### config.mk
export PLATFORM = sky130hd
export DESIGN_NAME = ind_path_hist
export DESIGN_NICKNAME = d
export VERILOG_FILES = /design/src/rtl/iph_pkg.sv /design/src/rtl/iph_store.sv /design/src/rtl/iph_ctl.sv /design/src/rtl/iph_path_sel.sv /design/src/rtl/ind_path_hist.sv
export SDC_FILE = /design/constraint.sdc
export NUM_CORES = 2
export LEC_CHECK = 0
export BUFFER_PORTS_ARGS = -buffer_cell sky130_fd_sc_hd__buf_2
export CAP_MARGIN = 0
export CORE_AREA = 2 2 263 265
export CTS_BUF_LIST = sky130_fd_sc_hd__clkbuf_4
export DETAILED_ROUTE_END_ITERATION = 7
export DIE_AREA = 0 0 265 267
export PLACE_DENSITY_LB_ADDON = 0.05
export SYNTH_ARGS = -nofsm -noshare
export SYNTH_HDL_FRONTEND = slang
export SYNTH_SLANG_ARGS = --single-unit
export TNS_END_PERCENT = 30
### constraint.sdc
create_clock -name clk -period 19.71 [get_ports clk]
set_clock_uncertainty 0.2 [all_clocks]
set_input_delay 0 -clock clk [delete_from_list [all_inputs] [get_ports clk]]
set_output_delay 0 -clock clk [all_outputs]
set_load 0.005 [all_outputs]
### src/rtl/iph_pkg.sv
package iph_pkg;

  // What the single storage write port does in a given cycle.
  typedef enum logic [1:0] {
    HOP_IDLE = 2'd0,
    HOP_PUSH = 2'd1,
    HOP_FIX  = 2'd2
  } hist_op_e;

endpackage

### src/rtl/iph_store.sv
// Entry storage: one write port that either writes a whole entry or only its
// target field. Data is not reset; the controller's count tells which entries
// are valid.
module iph_store
  import iph_pkg::*;
#(
  parameter int DEPTH = 8,
  parameter int PC_W  = 32,
  parameter int SEQ_W = 16,
  localparam int PTR_W = $clog2(DEPTH)
) (
  input  logic                         clk,
  input  hist_op_e                     op,
  input  logic [PTR_W-1:0]             slot,
  input  logic [PC_W-1:0]              wr_pc,
  input  logic [PC_W-1:0]              wr_tgt,
  input  logic [SEQ_W-1:0]             wr_seq,
  output logic [DEPTH-1:0][PC_W-1:0]   pc_q,
  output logic [DEPTH-1:0][PC_W-1:0]   tgt_q,
  output logic [DEPTH-1:0][SEQ_W-1:0]  seq_q
);

  logic [PC_W-1:0]  pc_mem  [DEPTH];
  logic [PC_W-1:0]  tgt_mem [DEPTH];
  logic [SEQ_W-1:0] seq_mem [DEPTH];

  always_ff @(posedge clk) begin
    if (op == HOP_PUSH) begin
      pc_mem[slot]  <= wr_pc;
      tgt_mem[slot] <= wr_tgt;
      seq_mem[slot] <= wr_seq;
    end else if (op == HOP_FIX) begin
      tgt_mem[slot] <= wr_tgt;
    end
  end

  for (genvar g = 0; g < DEPTH; g++) begin : g_rd
    assign pc_q[g]  = pc_mem[g];
    assign tgt_q[g] = tgt_mem[g];
    assign seq_q[g] = seq_mem[g];
  end

endmodule

### src/rtl/iph_ctl.sv
// Ordering control: read pointer, occupancy, committed-head index, full flag,
// and the choice of write operation.
module iph_ctl
  import iph_pkg::*;
#(
  parameter int DEPTH  = 8,
  parameter int SEQ_W  = 16,
  parameter int PATH_N = 3,
  localparam int PTR_W = $clog2(DEPTH),
  localparam int CNT_W = $clog2(DEPTH + 1),
  localparam int HID_W = $clog2(PATH_N + 1)
) (
  input  logic                         clk,
  input  logic                         rst,
  input  logic                         push_vld,
  input  logic                         sq_vld,
  input  logic [SEQ_W-1:0]             sq_seq,
  input  logic                         cm_vld,
  input  logic [SEQ_W-1:0]             cm_seq,
  input  logic                         fix_vld,
  input  logic [DEPTH-1:0][SEQ_W-1:0]  seq_q,
  output logic [PTR_W-1:0]             rd_q,
  output logic [CNT_W-1:0]             cnt_q,
  output logic [HID_W-1:0]             hid_q,
  output logic                         full_q,
  output hist_op_e                     op,
  output logic [PTR_W-1:0]             op_slot
);

  function automatic logic [PTR_W-1:0] slot_at(input logic [PTR_W-1:0] base,
                                               input int off);
    logic [31:0] sum;
    sum = 32'(base) + 32'(off);
    return sum[PTR_W-1:0];
  endfunction

  int               surv;
  int               cnt_s;
  int               hid_s;
  int               cnt_n;
  int               hid_n;
  logic [PTR_W-1:0] rd_n;
  logic [SEQ_W-1:0] head_seq;
  logic             cm_ok;
  logic             push_ok;
  logic             fix_ok;

  // Survivors of a squash: entries are in increasing sequence order, so the
  // survivors are exactly the oldest 'surv' entries.
  always_comb begin
    surv = 0;
    for (int i = 0; i < DEPTH; i++) begin
      if (i < int'(cnt_q) && seq_q[slot_at(rd_q, i)] <= sq_seq) begin
        surv = surv + 1;
      end
    end
  end

  always_comb begin
    cnt_s    = sq_vld ? surv : int'(cnt_q);
    hid_s    = (int'(hid_q) > cnt_s) ? cnt_s : int'(hid_q);
    head_seq = seq_q[slot_at(rd_q, hid_s)];
    cm_ok    = cm_vld && (hid_s < cnt_s) && (head_seq <= cm_seq);
    push_ok  = push_vld && !sq_vld && !full_q;
    fix_ok   = fix_vld && !sq_vld && !push_vld && (cnt_q != '0);

    rd_n  = rd_q;
    cnt_n = cnt_s;
    hid_n = hid_s;
    if (cm_ok) begin
      if (hid_s == PATH_N) begin
        rd_n  = slot_at(rd_q, 1);
        cnt_n = cnt_s - 1;
      end else begin
        hid_n = hid_s + 1;
      end
    end
    if (push_ok) begin
      cnt_n = cnt_n + 1;
    end

    if (push_ok) begin
      op      = HOP_PUSH;
      op_slot = slot_at(rd_q, int'(cnt_q));
    end else if (fix_ok) begin
      op      = HOP_FIX;
      op_slot = slot_at(rd_q, int'(cnt_q) - 1);
    end else begin
      op      = HOP_IDLE;
      op_slot = rd_q;
    end
  end

  always_ff @(posedge clk) begin
    if (rst) begin
      rd_q   <= '0;
      cnt_q  <= '0;
      hid_q  <= '0;
      full_q <= 1'b0;
    end else begin
      rd_q   <= rd_n;
      cnt_q  <= CNT_W'(cnt_n);
      hid_q  <= HID_W'(hid_n);
      full_q <= (cnt_n == DEPTH);
    end
  end

endmodule

### src/rtl/iph_path_sel.sv
// Picks PATH_N targets counting back from the newest entry, optionally
// skipping the newest SKIP entries. Missing positions read zero.
module iph_path_sel #(
  parameter int DEPTH  = 8,
  parameter int PC_W   = 32,
  parameter int PATH_N = 3,
  parameter int SKIP   = 0,
  localparam int PTR_W = $clog2(DEPTH),
  localparam int CNT_W = $clog2(DEPTH + 1)
) (
  input  logic [DEPTH-1:0][PC_W-1:0]   tgt_q,
  input  logic [PTR_W-1:0]             rd_q,
  input  logic [CNT_W-1:0]             cnt_q,
  output logic [PATH_N-1:0][PC_W-1:0]  sel_tgt,
  output logic [PATH_N-1:0]            sel_vld
);

  for (genvar k = 0; k < PATH_N; k++) begin : g_pos
    int          pos;
    logic [31:0] phys;
    always_comb begin
      pos  = int'(cnt_q) - 1 - SKIP - k;
      phys = 32'(rd_q) + 32'(pos);
      if (pos >= 0) begin
        sel_vld[k] = 1'b1;
        sel_tgt[k] = tgt_q[phys[PTR_W-1:0]];
      end else begin
        sel_vld[k] = 1'b0;
        sel_tgt[k] = '0;
      end
    end
  end

endmodule

### src/rtl/ind_path_hist.sv
module ind_path_hist
  import iph_pkg::*;
#(
  parameter int DEPTH  = 8,
  parameter int PC_W   = 32,
  parameter int SEQ_W  = 16,
  parameter int PATH_N = 3
) (
  input  logic                         clk,
  input  logic                         rst,
  input  logic                         push_vld,
  input  logic [PC_W-1:0]              push_pc,
  input  logic [PC_W-1:0]              push_tgt,
  input  logic [SEQ_W-1:0]             push_seq,
  input  logic                         sq_vld,
  input  logic [SEQ_W-1:0]             sq_seq,
  input  logic                         cm_vld,
  input  logic [SEQ_W-1:0]             cm_seq,
  input  logic                         fix_vld,
  input  logic [PC_W-1:0]              fix_tgt,
  output logic [PATH_N-1:0][PC_W-1:0]  path_tgt,
  output logic [PATH_N-1:0]            path_vld,
  output logic [PATH_N-1:0][PC_W-1:0]  prior_tgt,
  output logic [PATH_N-1:0]            prior_vld,
  output logic [PC_W-1:0]              newest_pc,
  output logic                         full
);

  localparam int PTR_W = $clog2(DEPTH);
  localparam int CNT_W = $clog2(DEPTH + 1);
  localparam int HID_W = $clog2(PATH_N + 1);

  if ((DEPTH & (DEPTH - 1)) != 0 || DEPTH < 2 || PATH_N < 1 || PATH_N >= DEPTH)
  begin : g_bad_cfg
    initial $error("ind_path_hist: DEPTH must be a power of two above PATH_N");
  end

  logic [DEPTH-1:0][PC_W-1:0]  pc_q;
  logic [DEPTH-1:0][PC_W-1:0]  tgt_q;
  logic [DEPTH-1:0][SEQ_W-1:0] seq_q;
  logic [PTR_W-1:0]            rd_q;
  logic [CNT_W-1:0]            cnt;
  logic [HID_W-1:0]            hid;
  hist_op_e                    op;
  logic [PTR_W-1:0]            op_slot;
  logic [PC_W-1:0]             wr_tgt;
  logic [PTR_W-1:0]            newest_slot;

  iph_ctl #(.DEPTH(DEPTH), .SEQ_W(SEQ_W), .PATH_N(PATH_N)) u_ctl (
    .clk      (clk),
    .rst      (rst),
    .push_vld (push_vld),
    .sq_vld   (sq_vld),
    .sq_seq   (sq_seq),
    .cm_vld   (cm_vld),
    .cm_seq   (cm_seq),
    .fix_vld  (fix_vld),
    .seq_q    (seq_q),
    .rd_q     (rd_q),
    .cnt_q    (cnt),
    .hid_q    (hid),
    .full_q   (full),
    .op       (op),
    .op_slot  (op_slot)
  );

  assign wr_tgt = (op == HOP_FIX) ? fix_tgt : push_tgt;

  iph_store #(.DEPTH(DEPTH), .PC_W(PC_W), .SEQ_W(SEQ_W)) u_store (
    .clk    (clk),
    .op     (op),
    .slot   (op_slot),
    .wr_pc  (push_pc),
    .wr_tgt (wr_tgt),
    .wr_seq (push_seq),
    .pc_q   (pc_q),
    .tgt_q  (tgt_q),
    .seq_q  (seq_q)
  );

  iph_path_sel #(.DEPTH(DEPTH), .PC_W(PC_W), .PATH_N(PATH_N), .SKIP(0)) u_sel_path (
    .tgt_q   (tgt_q),
    .rd_q    (rd_q),
    .cnt_q   (cnt),
    .sel_tgt (path_tgt),
    .sel_vld (path_vld)
  );

  iph_path_sel #(.DEPTH(DEPTH), .PC_W(PC_W), .PATH_N(PATH_N), .SKIP(1)) u_sel_prior (
    .tgt_q   (tgt_q),
    .rd_q    (rd_q),
    .cnt_q   (cnt),
    .sel_tgt (prior_tgt),
    .sel_vld (prior_vld)
  );

  assign newest_slot = rd_q + PTR_W'(cnt - 1'b1);
  assign newest_pc   = (cnt != '0) ? pc_q[newest_slot] : '0;

endmodule

==> impl_results.md <==
* Status: finished clean
* Synth Cell Area at 42400 sq um
* Worst-path clk slew at 0.06 ns
* Largest net degree at the start of global routing at 167
* Max Root-Sink Buffers at 3
* Layout cell share with drive strength beyond 1 at 0.328
* Cell area after layout at 49600 sq um
* Post-Route WL at 126000 um
* Critical setup path kind: flop to flop
* Port buffer count at 380
* Worst rel slew slack at 0.229
* Final setup TNS at 0 ns
* Row count at 96
* Synth unique cells at 83
* Commonest cells after routing, fill and taps aside: edfxtp_1, nand2_1, mux4_2, buf_2, dlygate4sd3_1
* Core Area at 68000 sq um
* Post-synth EDFFs at 640
* Crit end category: flop
* Clock Latency Late Sink at 1.01 ns
* Die footprint at 70800 sq um
* Lkg Pwr at 0.0188 uW
* Async SR Flop Fraction at 0
* Number of global-route vias before repair at 32124
* Worst setup SP type: flop
* Ys Warns at 0
* Cells after Synth at 3205
* Root Buffer: clkbuf_4
* Final hold violation count at 0
* Final GP Congestion at 0.926
* Routed len/inst at 26.1 um
* Via density at 6.67
* Die Y at 267 um
* Starting density of the core at 0.623
* Post-Place Cell Area at 45100 sq um
* Crit path top cell by count: ha_1
* CTS sink cnt at 650
* Final setup fails at 0
* Final period utilization at 0.931
* Fillers at 4484
* Power per cell area at 173 nW/um^2
* Synth Flop Type: edfxtp_1
* I/O pin count at 381
* Final Max Slew Viols at 0
* Total of max-cap violations at 0
* Peak VDD IR at 0.357 mV
* Initial antenna violation count at 11
* Via count at 32110
* Worst endpoint required time at 20.39 ns
* CP max stage cell: dlygate4sd3_1
* RSZ-0062 raised after global routing: no
* Max frequency at 0.0545 GHz
* Most common library cell in the layout ignoring fill and taps: edfxtp_1
* Antenna viol nets, final at 0
* Chip Width at 265 um
* Post_cts resized at 0
* Seq/Total Area, Yosys at 0.458
* First-pass DRT Iterations at 6
* Top delay family on crit path: compound AO/OA/AOI/OAI gates
* WP buf/inv at 10
* DR DRC count at 0
* Worst Tran Pin Value at 1.16 ns
* Largest stage delay on the critical path at 0.78 ns
* Total GRT Usage at 0.355
* Syn avg cell area at 13.2 sq um
* Post-Syn Nets at 3534
* HPWL Detailed at 77700 um
* Minimum clock period at 18.35 ns
* Tightest Hold Check Type: input port to flop
* TritonCTS clock tree: done
* Worst EP arrival at 19.03 ns
* CTS HTree Levels at 4
* Crit-path max FO at 71
* #FFs+latches synth at 650
* Global-route wire length before repair at 188000 um
* Area delta synth->final at 17.2%
* Fin nets at 4124
* Total CTS buffers at 165
* DR iter-0 viols at 3462
* Total congestion overflow at 0
## report_power, final
| part | total (uW) | switching [uW] | internal (uW) | leakage, uW |
|---|---|---|---|---|
| logic | 5760 | 3380 | 2380 | 0.0117 |
| clock network | 1150 | 565 | 584 | 0.00124 |
| registers | 1670 | 57.7 | 1610 | 0.00587 |
| total | 8580 | 4010 | 4570 | 0.0188 |
## layer usage
metal,track usage,vias to the layer above,part of all wire
li1,-,13752,-
met5,0,-,0.00077
met2,0.552,2048,0.47
met3,0.0994,322,0.12
met4,0.143,16,0.035
met1,0.479,15972,0.37
## area by class of cell
cell class	count	area [sq um]	area share
Clock buffer	220	1650	0.0333
Clock inverter	75	483	0.00973
Timing Repair Buffer	675	4750	0.0957
Inverter	68	255	0.00514
Tap cell	882	1100	0.0222
Antenna cell	7	17.5	0.000353
Sequential cell	650	19400	0.391
Multi-Input combinational cell	2235	22000	0.442
## through the flow
| stage | cells | hold WS, ns | setup slack [ns] | utilization | total power, uW |
|---|---|---|---|---|---|
| 6_report | 4812 | 0.105 | 1.36 | 0.730 | 8580 |
| 5_1_grt | 4809 | 0.0652 | 0.147 | 0.730 | 9070 |
| 4_1_cts | 4803 | 0.0143 | 0.983 | 0.729 | 8510 |
| 3_5_place_dp | 4270 | 0.0685 | 2.70 | 0.663 | 7290 |
| 3_3_place_gp | 4270 | 0.0538 | 3.08 | 0.663 | 7160 |
| 2_1_floorplan | 3205 | -0.101 | 4.14 | - | 5420 |
## final timing paths
check,start,endpoint,slack (ns),depth (start not counted)
worst min-delay path,sq_vld,u_ctl.cnt_q[2],0.11,6
worst min register to register,u_ctl.hid_q[1],u_ctl.hid_q[1],0.56,3
worst max-delay path,u_ctl.rd_q[1],u_ctl.full_q,1.36,72
worst max register to register,u_ctl.rd_q[1],u_ctl.full_q,1.36,72
## tightest hold or removal path, delay by kind of cell
| family | cells | cell delay (ns) |
|---|---|---|
| buf+inv | 2 | 0.74 |
| simple gates | 2 | 0.22 |
| xor+xnor | 1 | 0.17 |
| compound gates | 1 | 0.13 |
## repair_timing
item                                   4_1_cts  5_1_grt
hold buffers                               238        0
setup buffers                                0        2
endpoints found under the hold margin      653        0
setup endpoints to repair                    0        3
## registers in the layout, summed over array words and instances (netlist names)
name	count
u_store.tgt_mem	256
u_ctl.full_q	1
u_store.seq_mem	128
u_ctl.rd_q	3
u_store.pc_mem	256
u_ctl.cnt_q	4
u_ctl.hid_q	2
## kinds of logic (layout without fill, tap and decap cells)
logic type      Yosys count  count (layout)  synth area share
compound gates          397             397            0.0578
fa+ha+maj               181             181            0.0546
simple gates            866             866            0.0842
buf+inv                 320            1038            0.0316
other cells               1               8         0.0000885
xor+xnor                 53              53            0.0130
mux                     737             737             0.300
flops                   650             650             0.458
## synth_stat cells, drive strengths merged (3+ instances only)
library cell / count / area share
edfxtp: 640 / 0.45
nand2: 566 / 0.050
mux4: 416 / 0.22
mux2i: 207 / 0.049
a21oi: 183 / 0.022
nor2: 176 / 0.016
ha: 172 / 0.051
clkbuf: 161 / 0.014
mux2: 114 / 0.030
buf: 91 / 0.011
o21ai: 83 / 0.0098
inv: 68 / 0.0060
a211oi: 38 / 0.0067
xnor2: 32 / 0.0070
nand4: 30 / 0.0044
nand3: 21 / 0.0025
a21o: 20 / 0.0035
xor2: 16 / 0.0033
nor3: 15 / 0.0018
nor2b: 14 / 0.0021
nand2b: 12 / 0.0018
o21a: 11 / 0.0019
dfxtp: 10 / 0.0047
o211ai: 9 / 0.0016
fa: 7 / 0.0033
nor4: 7 / 0.0010
a21boi: 5 / 0.00097
a31oi: 5 / 0.0014
xnor3: 5 / 0.0027
o31ai: 4 / 0.00071
or2: 4 / 0.00059
or3: 4 / 0.00059
or4: 4 / 0.00080
a211o: 3 / 0.00062
a221oi: 3 / 0.00062
a311oi: 3 / 0.0010
a32oi: 3 / 0.00062
and3: 3 / 0.00044
o21bai: 3 / 0.00053
(Power assumes the default switching activity.)
